--- src/rtl/spi_cmd_pkg.sv ---
package spi_cmd_pkg;
  typedef enum logic [1:0] {
    REG_CMD  = 2'd0,
    REG_RATE = 2'd1,
    REG_DATA = 2'd2,
    REG_STAT = 2'd3
  } reg_sel_e;

  typedef enum logic [2:0] {
    ST_IDLE,
    ST_WAIT,
    ST_DRIVE,
    ST_EDGE,
    ST_FIN,
    ST_DONE
  } xfer_state_e;

  localparam int FLAG_POL  = 6;
  localparam int FLAG_MST  = 5;
  localparam int FLAG_FAST = 4;
  localparam int ERR_POS   = 4;
endpackage

--- src/rtl/spi_cmd_decode.sv ---
module spi_cmd_decode #(
  parameter int DATA_W = 16,
  parameter int CMD_W  = 8,
  localparam int LEN_W = $clog2(DATA_W)
) (
  input  logic [CMD_W-1:0] cmd,
  output logic             valid,
  output logic             pol,
  output logic [LEN_W:0]   len,
  output logic [LEN_W:0]   pre_amt
);
  import spi_cmd_pkg::*;

  logic [LEN_W-1:0] len_field;

  always_comb begin
    len_field = cmd[LEN_W-1:0];
    valid     = (cmd != '0) && cmd[FLAG_MST] && cmd[FLAG_FAST];
    pol       = cmd[FLAG_POL];
    len       = (len_field == '0) ? (LEN_W+1)'(DATA_W) : {1'b0, len_field};
    pre_amt   = (LEN_W+1)'(DATA_W) - len;
  end
endmodule

--- src/rtl/spi_rate_timer.sv ---
module spi_rate_timer #(
  parameter int RATE_W = 8
) (
  input  logic              clk,
  input  logic              rst,
  input  logic              load,
  input  logic [RATE_W-1:0] rate,
  output logic              expire
);
  logic [RATE_W:0] cnt_q;

  always_ff @(posedge clk) begin
    if (rst) begin
      cnt_q <= '0;
    end else if (load) begin
      cnt_q <= (rate == '0) ? ((RATE_W+1)'(1) << RATE_W) : {1'b0, rate};
    end else if (cnt_q != '0) begin
      cnt_q <= cnt_q - 1'b1;
    end
  end

  assign expire = (cnt_q == (RATE_W+1)'(1));

  AST_TIMER_RANGE: assert property (@(posedge clk) disable iff (rst)
    cnt_q <= ((RATE_W+1)'(1) << RATE_W));
endmodule

--- src/rtl/spi_shift_buf.sv ---
module spi_shift_buf #(
  parameter int DATA_W = 16,
  localparam int LEN_W = $clog2(DATA_W)
) (
  input  logic              clk,
  input  logic              rst,
  input  logic              wr,
  input  logic [DATA_W-1:0] wdata,
  input  logic              pre_en,
  input  logic [LEN_W:0]    pre_amt,
  input  logic              shift_en,
  input  logic              sample_en,
  input  logic              miso,
  output logic [DATA_W-1:0] q
);
  always_ff @(posedge clk) begin
    if (rst) begin
      q <= '0;
    end else if (wr) begin
      q <= wdata;
    end else if (pre_en) begin
      q <= q << pre_amt;
    end else if (shift_en) begin
      q <= {q[DATA_W-2:0], 1'b0};
    end else if (sample_en) begin
      q[0] <= miso;
    end
  end

  AST_SAMPLE_LANDS: assert property (@(posedge clk) disable iff (rst)
    sample_en && !wr && !pre_en && !shift_en |=> q[0] == $past(miso));
endmodule

--- src/rtl/spi_cmd_master.sv ---
module spi_cmd_master #(
  parameter int DATA_W = 16,
  parameter int CMD_W  = 8,
  parameter int RATE_W = 8,
  localparam int LEN_W = $clog2(DATA_W)
) (
  input  logic              clk,
  input  logic              rst,
  input  logic              wr_en,
  input  logic [1:0]        addr,
  input  logic [DATA_W-1:0] wdata,
  output logic [DATA_W-1:0] rdata,
  output logic              busy,
  output logic              sclk,
  output logic              mosi,
  input  logic              miso,
  output logic              ss_n
);
  import spi_cmd_pkg::*;

  xfer_state_e       state_q;
  logic [CMD_W-1:0]  cmd_q;
  logic [RATE_W-1:0] rate_q;
  logic              err_q;
  logic              phase_q;
  logic [LEN_W:0]    bits_q;
  logic [DATA_W-1:0] buf_q;

  logic           dec_valid, dec_pol;
  logic [LEN_W:0] dec_len, dec_pre;
  logic           start, bad_cmd, tmr_load, tmr_exp;
  logic           buf_wr, stat_wr, shift_en, sample_en;

  spi_cmd_decode #(.DATA_W(DATA_W), .CMD_W(CMD_W)) u_dec (
    .cmd(cmd_q), .valid(dec_valid), .pol(dec_pol),
    .len(dec_len), .pre_amt(dec_pre)
  );

  assign busy      = (cmd_q != '0);
  assign start     = (state_q == ST_IDLE) && busy && dec_valid;
  assign bad_cmd   = (state_q == ST_IDLE) && busy && !dec_valid;
  assign tmr_load  = start || ((state_q == ST_EDGE) && !(phase_q && bits_q == '0));
  assign buf_wr    = wr_en && (addr == REG_DATA) && !busy;
  assign stat_wr   = wr_en && (addr == REG_STAT);
  assign shift_en  = (state_q == ST_DRIVE) && !phase_q;
  assign sample_en = (state_q == ST_DRIVE) && phase_q;

  spi_rate_timer #(.RATE_W(RATE_W)) u_tmr (
    .clk(clk), .rst(rst), .load(tmr_load), .rate(rate_q), .expire(tmr_exp)
  );

  spi_shift_buf #(.DATA_W(DATA_W)) u_buf (
    .clk(clk), .rst(rst), .wr(buf_wr), .wdata(wdata),
    .pre_en(start), .pre_amt(dec_pre), .shift_en(shift_en),
    .sample_en(sample_en), .miso(miso), .q(buf_q)
  );

  // register writes and status
  always_ff @(posedge clk) begin
    if (rst) begin
      rate_q <= '0;
      err_q  <= 1'b0;
    end else begin
      if (wr_en && addr == REG_RATE && !busy) rate_q <= wdata[RATE_W-1:0];
      if (bad_cmd)      err_q <= 1'b1;
      else if (stat_wr) err_q <= 1'b0;
    end
  end

  // transfer sequencer
  always_ff @(posedge clk) begin
    if (rst) begin
      state_q <= ST_IDLE;
      cmd_q   <= '0;
      phase_q <= 1'b0;
      bits_q  <= '0;
      sclk    <= 1'b0;
      mosi    <= 1'b0;
      ss_n    <= 1'b1;
    end else begin
      case (state_q)
        ST_IDLE: begin
          if (!busy) begin
            if (wr_en && addr == REG_CMD) cmd_q <= wdata[CMD_W-1:0];
          end else if (dec_valid) begin
            ss_n    <= 1'b0;
            sclk    <= dec_pol;
            bits_q  <= dec_len;
            phase_q <= 1'b0;
            state_q <= ST_WAIT;
          end else begin
            cmd_q <= '0;
          end
        end
        ST_WAIT:  if (tmr_exp) state_q <= ST_DRIVE;
        ST_DRIVE: begin
          if (!phase_q) mosi <= buf_q[DATA_W-1];
          else          bits_q <= bits_q - 1'b1;
          state_q <= ST_EDGE;
        end
        ST_EDGE: begin
          sclk    <= ~sclk;
          phase_q <= ~phase_q;
          state_q <= (phase_q && bits_q == '0) ? ST_FIN : ST_WAIT;
        end
        ST_FIN: begin
          ss_n    <= 1'b1;
          state_q <= ST_DONE;
        end
        ST_DONE: begin
          cmd_q   <= '0;
          state_q <= ST_IDLE;
        end
        default: state_q <= ST_IDLE;
      endcase
    end
  end

  // registered read port
  always_ff @(posedge clk) begin
    if (rst) begin
      rdata <= '0;
    end else begin
      case (addr)
        REG_CMD:  rdata <= DATA_W'(cmd_q);
        REG_RATE: rdata <= DATA_W'(rate_q);
        REG_DATA: rdata <= buf_q;
        default:  rdata <= DATA_W'({err_q, {ERR_POS{1'b0}}});
      endcase
    end
  end

  AST_INVALID_NO_SS: assert property (@(posedge clk) disable iff (rst)
    bad_cmd |=> ss_n && cmd_q == '0);
  AST_SCLK_QUIET: assert property (@(posedge clk) disable iff (rst)
    ss_n && $past(ss_n) |-> $stable(sclk));
  AST_CMD_AFTER_SS: assert property (@(posedge clk) disable iff (rst)
    $rose(ss_n) |=> cmd_q == '0);
  AST_RATE_HOLD: assert property (@(posedge clk) disable iff (rst)
    $past(busy) |-> $stable(rate_q));
  AST_ERR_STICKY: assert property (@(posedge clk) disable iff (rst)
    $past(err_q) && !$past(stat_wr) |-> err_q);
endmodule

--- config.mk ---
export PLATFORM = sky130hd
export DESIGN_NAME = spi_cmd_master
export DESIGN_NICKNAME = d
export VERILOG_FILES = /design/src/rtl/spi_cmd_pkg.sv /design/src/rtl/spi_cmd_decode.sv /design/src/rtl/spi_rate_timer.sv /design/src/rtl/spi_shift_buf.sv /design/src/rtl/spi_cmd_master.sv
export SDC_FILE = /design/constraint.sdc
export NUM_CORES = 1
export LEC_CHECK = 0
export BUFFER_PORTS_ARGS = -buffer_cell sky130_fd_sc_hd__clkbuf_2
export CAP_MARGIN = 20
export CELL_PAD_IN_SITES_DETAIL_PLACEMENT = 2
export CELL_PAD_IN_SITES_GLOBAL_PLACEMENT = 2
export CORE_AREA = 2 2 106 108
export CTS_CLUSTER_DIAMETER = 200
export CTS_CLUSTER_SIZE = 24
export DETAILED_ROUTE_END_ITERATION = 7
export DIE_AREA = 0 0 108 110
export HOLD_SLACK_MARGIN = 0.15
export MAX_ROUTING_LAYER = met4
export PLACE_DENSITY_LB_ADDON = 0.12
export SKIP_CTS_REPAIR_TIMING = 1
export SYNTH_ARGS = -nofsm -noshare
export SYNTH_HDL_FRONTEND = slang
export SYNTH_SLANG_ARGS = --single-unit
export TNS_END_PERCENT = 50
--- constraint.sdc ---
create_clock -name clk -period 5 [get_ports clk]
set_input_delay 1 -clock clk [delete_from_list [all_inputs] [get_ports clk]]
set_output_delay 1 -clock clk [all_outputs]
set_load 0.005 [all_outputs]
==> results.tsv, run 1 <==
stage	metric	value	unit
outcome	status	complete, no violations	
grt	first-pass GRT wire length	22.5	mm
setup_path	crit path cell chain	inv_1, ha_1, mux2i_1, o22ai_1, mux2_2, a221oi_1, a221oi_1	
timing	final hold vios	0	
die	Initial Util	38.2	%
timing	Slew headroom	28.5	%
synth	flops & latches, synth	70	
grt	gr ovfl total	0	
place	PortBufs	41	
die	num rows	38	
routing	vias	3844	
setup_path	Crit Path Class	reg2reg	
die	Die W	108	µm
setup_path	CP dominant cell by count	a221oi_1	
grt	initial antenna violation count	0	
clocking	CTS Sinks	70	
clocking	CTS Buffer Depth	2	
routing	Iter 0 DRT Violations	181	
setup_path	Max FO, Critical Path	23	
grt	largest net degree at the start of global routing	64	
min_path	Hold Path Class	reg2reg	
setup_path	crit end category	flop	
layout	most common cell after layout, fill and taps aside	nor2_1	
timing	setup violators final	0	
setup_path	Worst path max stage delay	1.04	ns
timing	f_max	254	MHz
routing	post-route ant nets	0	
timing	Slew Viols, Final	0	
synth	Main synth FF type	dfxtp_1	
routing	Residual DRC	0	
die	die height	110	µm
layout	number of diodes	0	
die	area of the core	10700	µm²
routing	routed wire length	14.0	mm
layout	most frequent cells in the layout	77 x nor2_1, 70 x dfxtp_1, 44 x mux2i_1	
die	full die area	11900	µm²
timing	Clock Skews	0.0120	ns
setup_path	slowest CP cell	ha_1	
flow_run	max cap viols	0	
grt	GRT Util Overall	25.7	%
timing	post-route minimum period	3.93	ns
timing	part of the cycle the worst path needs	78.6	%
layout	Non-Filler Instances	654	
synth	Synth cell types	57	
synth	Synth async-reset ratio	0	%
setup_path	Worst Path Arrival	4.15	ns
synth	Syn Area/Cell	8.44	µm²
clocking	Reg clk slew, reported paths	0.09	ns
clocking	TritonCTS Buffers	9	
grt	vias in the first global route	4012	
place	DP Cell Count	637	
synth	Synth Net Count	512	
place	area of placed instances	4360	µm²
timing	Worst-Margin Slew	1.07	ns
clocking	clock latency on the worst-skew pair	0.38	ns
timing	setup tns final	0	ns
synth	number of flops mapped to enable cells by yosys	0	
routing	Avg WL per Cell	21.4	µm
setup_path	Startpoint Class	flop	
power	leakage	1.85	nW
synth	Synth Warn #	0	
clocking	CTS Root Buffer Type	clkbuf_8	
place	Final HPWL DP	10.0	mm
place	RD Place Congestion	0.864	
die	IO Count	42	
synth	Cells after Synth	484	
layout	Layout Nets	537	
setup_path	Req. time, crit path	5.21	ns
synth	Post-Syn Area	4080	µm²
synth	sequential area share after synthesis	34.3	%
clocking	CTS tree	yes	
power	power per cell area	507	nW/µm²
layout	Layout area overhead	12.3	%
power	Pwr Total	2.33	mW
routing	DRT Pass-1 Iters	4	
clocking	htree depth	3	
routing	drt via density	5.88	
layout	Final Cell Area	4590	µm²
layout	share of layout cells above drive strength 1	17.5	%
power	Max VDD drop	0.208	mV
timing	unrepaired setup endpoints after global routing	false	
[layout make-up]
| cell class | count | area (µm²) |
|---|---|---|
| well taps | 140 | 175 |
| clock inverters | 7 | 96.3 |
| clock buffers | 9 | 124 |
| flip-flops and latches | 70 | 1400 |
| multi-input cells | 370 | 2500 |
| inverters | 11 | 41.3 |
| fillers | 1244 | 6110 |
| repair buffers | 47 | 248 |
[where the power goes]
group | total, mW | switching (mW) | internal, mW
combinational | 1.02 | 0.578 | 0.441
sequential | 0.778 | 0.131 | 0.647
clock | 0.530 | 0.247 | 0.283
total | 2.33 | 0.956 | 1.37
[state kept, by name (all words and copies together), names as in the netlist]
register     cells
rdata           16
u_buf.q         16
u_tmr.cnt_q      9
cmd_q            8
rate_q           8
bits_q           5
state_q          3
err_q            1
mosi             1
phase_q          1
sclk             1
ss_n             1
[cell usage after synthesis (3+ instances only)]
library cell / instances / area (µm²)
a22oi_1: 3 / 22.5
nor3b_1: 6 / 45.0
xor2_1: 3 / 26.3
o21ai_0: 6 / 30.0
a221oi_1: 17 / 149
o211ai_1: 3 / 22.5
and2_1: 15 / 93.8
mux2_2: 11 / 124
nand3_1: 15 / 75.1
nor4_1: 4 / 25.0
dfxtp_1: 70 / 1400
ha_1: 6 / 75.1
mux4_2: 5 / 113
mux2i_1: 44 / 440
nor2_1: 77 / 289
nor2b_1: 5 / 31.3
xnor2_1: 3 / 26.3
nor3_1: 25 / 125
a211oi_1: 20 / 150
buf_2: 6 / 30.0
inv_1: 11 / 41.3
nand2_1: 25 / 93.8
o21bai_1: 3 / 22.5
or4_1: 3 / 22.5
a31oi_1: 3 / 18.8
and3_1: 6 / 37.5
or3_1: 5 / 31.3
a21oi_1: 23 / 115
clkbuf_1: 23 / 86.3
[worst max-delay path, delay by kind of cell, from the launching register on]
kind	cells	cell delay, ns
flip-flops	1	0.95
buffers and inverters	1	0.38
adder cells (fa/ha/maj)	1	1.04
multiplexers	2	0.77
AO/OA/AOI/OAI	3	0.61
[path summary, 6_finish.rpt]
kind | startpoint | end | slack (ns) | cells past startpoint
worst max-delay path | cmd_q[0] | u_buf.q[14] | 1.07 | 7
worst min register to register | ss_n | ss_n | 0.46 | 2
worst max register to register | cmd_q[0] | u_buf.q[14] | 1.07 | 7
worst min-delay path | ss_n | ss_n | 0.46 | 2
[stage by stage]
stage / util (%) / hold WS (ns) / worst slack, ns
2_1_floorplan: - / 0.430 / 2.51
3_3_place_gp: 40.8 / 0.436 / 1.47
3_5_place_dp: 40.8 / 0.448 / 1.13
4_1_cts: 42.8 / 0.463 / 1.09
5_1_grt: 42.9 / 0.504 / 0.807
6_report: 42.9 / 0.457 / 1.07
[cells by family (layout without fill, tap and decap cells)]
kind of cell | Yosys count | after routing | synth area share (%)
AND/OR/NAND/NOR | 200 | 200 | 23.9
AO/OA/AOI/OAI | 96 | 96 | 16.7
flip-flops | 70 | 70 | 34.3
multiplexers | 62 | 62 | 17.3
buffers and inverters | 44 | 74 | 4.69
adder cells (fa/ha/maj) | 6 | 6 | 1.84
XOR/XNOR | 6 | 6 | 1.29
[routing by layer]
| metal | part of all wire, % | up-vias | global-route usage, % |
|---|---|---|---|
| li1 | - | 1823 | - |
| met1 | 47 | 1925 | 33.4 |
| met2 | 48 | 76 | 40.5 |
| met3 | 3.4 | 20 | 3.59 |
| met4 | 1.6 | 0 | 10.5 |
| met5 | 0 | - | - |
(Power assumes the default switching activity.)
==> run 2, diff against run 1 <==
--- a/config.mk
+++ b/config.mk
@@ -5,15 +5,16 @@
 export SDC_FILE = /design/constraint.sdc
 export NUM_CORES = 1
 export LEC_CHECK = 0
+export ABC_AREA = 1
 export BUFFER_PORTS_ARGS = -buffer_cell sky130_fd_sc_hd__clkbuf_2
 export CAP_MARGIN = 20
 export CELL_PAD_IN_SITES_DETAIL_PLACEMENT = 2
 export CELL_PAD_IN_SITES_GLOBAL_PLACEMENT = 2
-export CORE_AREA = 2 2 106 108
+export CORE_AREA = 2 2 116 118
 export CTS_CLUSTER_DIAMETER = 200
 export CTS_CLUSTER_SIZE = 24
 export DETAILED_ROUTE_END_ITERATION = 7
-export DIE_AREA = 0 0 108 110
+export DIE_AREA = 0 0 118 120
 export HOLD_SLACK_MARGIN = 0.15
 export MAX_ROUTING_LAYER = met4
 export PLACE_DENSITY_LB_ADDON = 0.12
==> constraint.sdc (replaced) <==
create_clock -name clk -period 3.7 [get_ports clk]
set_input_delay 0.74 -clock clk [delete_from_list [all_inputs] [get_ports clk]]
set_output_delay 0.74 -clock clk [all_outputs]
set_load 0.005 [all_outputs]
==> run 2 against run 1 <==
Sequential share of layout area shrank 1.0 points; wire length grew 12%; final cell count grew 28%; first-iteration DRC count grew 19%; clock-buffer cell count grew 3; clock power grew 87%; die area grew 19%; critical path depth is the same; sequential power grew 39%; largest power group unchanged.
==> results.tsv, run 2 <==
stage	metric	value	unit	change
timing	final hold vios	0		unchanged
timing	Worst-Margin Slew	0.718	ns	was 1.07 ns
grt	first-pass GRT wire length	25.2	mm	was 22.5 mm
grt	largest net degree at the start of global routing	36		was 64
grt	GRT Util Overall	23.7	%	was 25.7%
grt	initial antenna violation count	0		unchanged
routing	Iter 0 DRT Violations	216		was 181
routing	vias	4296		was 3844
synth	most common cell in the netlist	nand2_1		was nor2_1
setup_path	Max FO, Critical Path	17		was 23
grt	gr ovfl total	0		unchanged
layout	most common cell after layout, fill and taps aside	nand2_1		was nor2_1
routing	post-route ant nets	0		unchanged
timing	f_max	371	MHz	
min_path	Hold Path Class	reg2reg		unchanged
die	Initial Util	31.4	%	was 38.2%
setup_path	Reg2Reg Setup Slack	1.13	ns	was 1.07 ns
setup_path	Startpoint Class	flop		unchanged
synth	Cells after Synth	618		was 484
setup_path	slowest CP cell	nor2_4		was ha_1
layout	number of diodes	0		unchanged
place	area of placed instances	4420	µm²	was 4360 µm²
power	power per cell area	991	nW/µm²	was 507 nW/µm²
flow_run	max cap viols	0		unchanged
synth	Synth cell types	42		was 57
grt	vias in the first global route	4636		was 4012
die	full die area	14200	µm²	was 11900 µm²
layout	Final Cell Area	4750	µm²	was 4590 µm²
clocking	CTS Buffer Depth	2		unchanged
place	Final HPWL DP	11.9	mm	was 10.0 mm
synth	top cells by count, synth	124 x nand2_1, 85 x inv_1, 70 x dfxtp_1		was 77 x nor2_1, 70 x dfxtp_1, 44 x mux2i_1
synth	Syn Area/Cell	6.59	µm²	was 8.44 µm²
timing	unrepaired setup endpoints after global routing	false		unchanged
routing	drt via density	5.15		was 5.88
die	IO Count	42		unchanged
setup_path	Req. time, crit path	2.96	ns	was 5.21 ns
power	leakage	2.14	nW	was 1.85 nW
synth	number of flops mapped to enable cells by yosys	0		unchanged
routing	DRT Pass-1 Iters	4		unchanged
synth	Synth async-reset ratio	0	%	unchanged
routing	Avg WL per Cell	18.7	µm	was 21.4 µm
die	Die W	118	µm	was 108 µm
layout	Top Registers	rdata x16, u_buf.q x16, u_tmr.cnt_q x9		unchanged
setup_path	CP dominant cell by count	inv_1		was a221oi_1
power	Max VDD drop	0.533	mV	was 0.208 mV
setup_path	Worst path max stage delay	0.41	ns	was 1.04 ns
synth	Synth top area share	34.4	%	was 34.3%
synth	post-synth top area cell	dfxtp_1		unchanged
layout	most frequent cells in the layout	124 x nand2_1, 85 x inv_1, 70 x dfxtp_1		was 77 x nor2_1, 70 x dfxtp_1, 44 x mux2i_1
routing	Residual DRC	0		unchanged
synth	Synth Warn #	0		unchanged
layout	Layout Nets	681		was 537
die	num rows	42		was 38
synth	Post-Syn Area	4070	µm²	was 4080 µm²
clocking	CTS Root Buffer Type	clkbuf_16		was clkbuf_8
timing	part of the cycle the worst path needs	72.9	%	
timing	Clock Skews	0.00588	ns	was 0.0120 ns
timing	setup tns final	0	ns	unchanged
clocking	Reg clk slew, reported paths	0.06	ns	was 0.09 ns
setup_path	crit path cell chain	inv_1, buf_4, ha_1, nand2_2, nor2_4, inv_1, clkbuf_2		was inv_1, ha_1, mux2i_1, o22ai_1, mux2_2, a221oi_1, a221oi_1
die	area of the core	13000	µm²	was 10700 µm²
power	Pwr Total	4.70	mW	was 2.33 mW
clocking	CTS Sinks	70		unchanged
routing	routed wire length	15.6	mm	was 14.0 mm
timing	Slew headroom	52.1	%	was 28.5%
clocking	TritonCTS Buffers	9		unchanged
layout	share of layout cells above drive strength 1	11.9	%	was 17.5%
synth	Synth Net Count	646		was 512
synth	flops & latches, synth	70		unchanged
setup_path	crit end category	primary output		was flop
timing	setup violators final	0		unchanged
timing	Slew Viols, Final	0		unchanged
setup_path	Worst Path Arrival	1.96	ns	was 4.15 ns
setup_path	Crit Path Class	reg2out		was reg2reg
place	PortBufs	41		unchanged
outcome	status	complete, no violations		unchanged
die	die height	120	µm	was 110 µm
synth	sequential area share after synthesis	34.4	%	was 34.3%
timing	post-route minimum period	2.70	ns	
place	RD Place Congestion	0.876		was 0.864
clocking	htree depth	3		unchanged
clocking	clock latency on the worst-skew pair	0.34	ns	was 0.38 ns
synth	Main synth FF type	dfxtp_1		unchanged
synth	synth top area cells	dfxtp_1 34%, nand2_1 11%, o21ai_0 8.4%		was dfxtp_1 34%, mux2i_1 11%, nor2_1 7.1%
layout	Layout area overhead	16.5	%	was 12.3%
clocking	CTS tree	yes		unchanged
==> run 2: area by class of cell <==
class	count	area (µm²)
Sequential cell	70	1400
Inverter	90	338
Fill cell	1623	8230
Clock inverter	4	95.1
Multi-Input combinational cell	434	2200
Timing Repair Buffer	48	258
Tap cell	176	220
Clock buffer	12	236
==> run 2: kinds of logic (layout without fill, tap and decap cells) <==
logic type      count (synthesis)  after routing  synth area share [%]
simple gates                  268            268                  29.1
compound gates                153            153                  21.3
buf+inv                       114            154                  11.6
flops                          70             70                  34.4
xor+xnor                        7              7                  1.69
fa+ha+maj                       6              6                  1.84
==> run 2: final timing paths <==
kind                             startpoint          to  cells past startpoint
worst max-delay path               cmd_q[0]        busy                      7
worst min-delay path            u_buf.q[15]   rdata[15]                      2
worst max register to register     cmd_q[0]  u_buf.q[3]                     10
worst min register to register  u_buf.q[15]   rdata[15]                      2
==> run 2: worst max-delay path, delay by kind of cell, from the launching register on <==
kind / cells / cell delay [ns]
flops: 1 / 0.31
fa+ha+maj: 1 / 0.24
simple gates: 2 / 0.55
buf+inv: 4 / 0.51
==> run 2: routing by layer <==
metal	share of wire, %	vias up	GRT usage [%]	routed length [µm]
met1	42	2096	26.2	6530
met5	0	-	-	0
li1	-	2124	-	-
met4	1.9	0	6.33	299
met2	53	62	43.0	8250
met3	3.3	14	5.18	508
==> run 2: through the flow <==
| step | instances | util (%) | worst slack (ns) | hold WS (ns) |
|---|---|---|---|---|
| final | 834 | 36.6 | 1.00 | 0.471 |
| after global routing | 834 | 36.6 | 0.839 | 0.492 |
| after CTS | 834 | 36.6 | 0.970 | 0.473 |
| after detailed placement | 818 | 34.0 | 0.895 | 0.451 |
| after global placement | 818 | 34.0 | 1.03 | 0.439 |
| after floorplan | 618 | - | 1.56 | 0.436 |
==> run 2: power breakdown <==
part | internal [mW] | switching [mW] | total (mW) | leakage (nW)
registers | 0.927 | 0.149 | 1.08 | 0.569
logic | 0.801 | 1.84 | 2.64 | 1.41
clock network | 0.658 | 0.332 | 0.990 | 0.161
total | 2.39 | 2.32 | 4.70 | 2.14
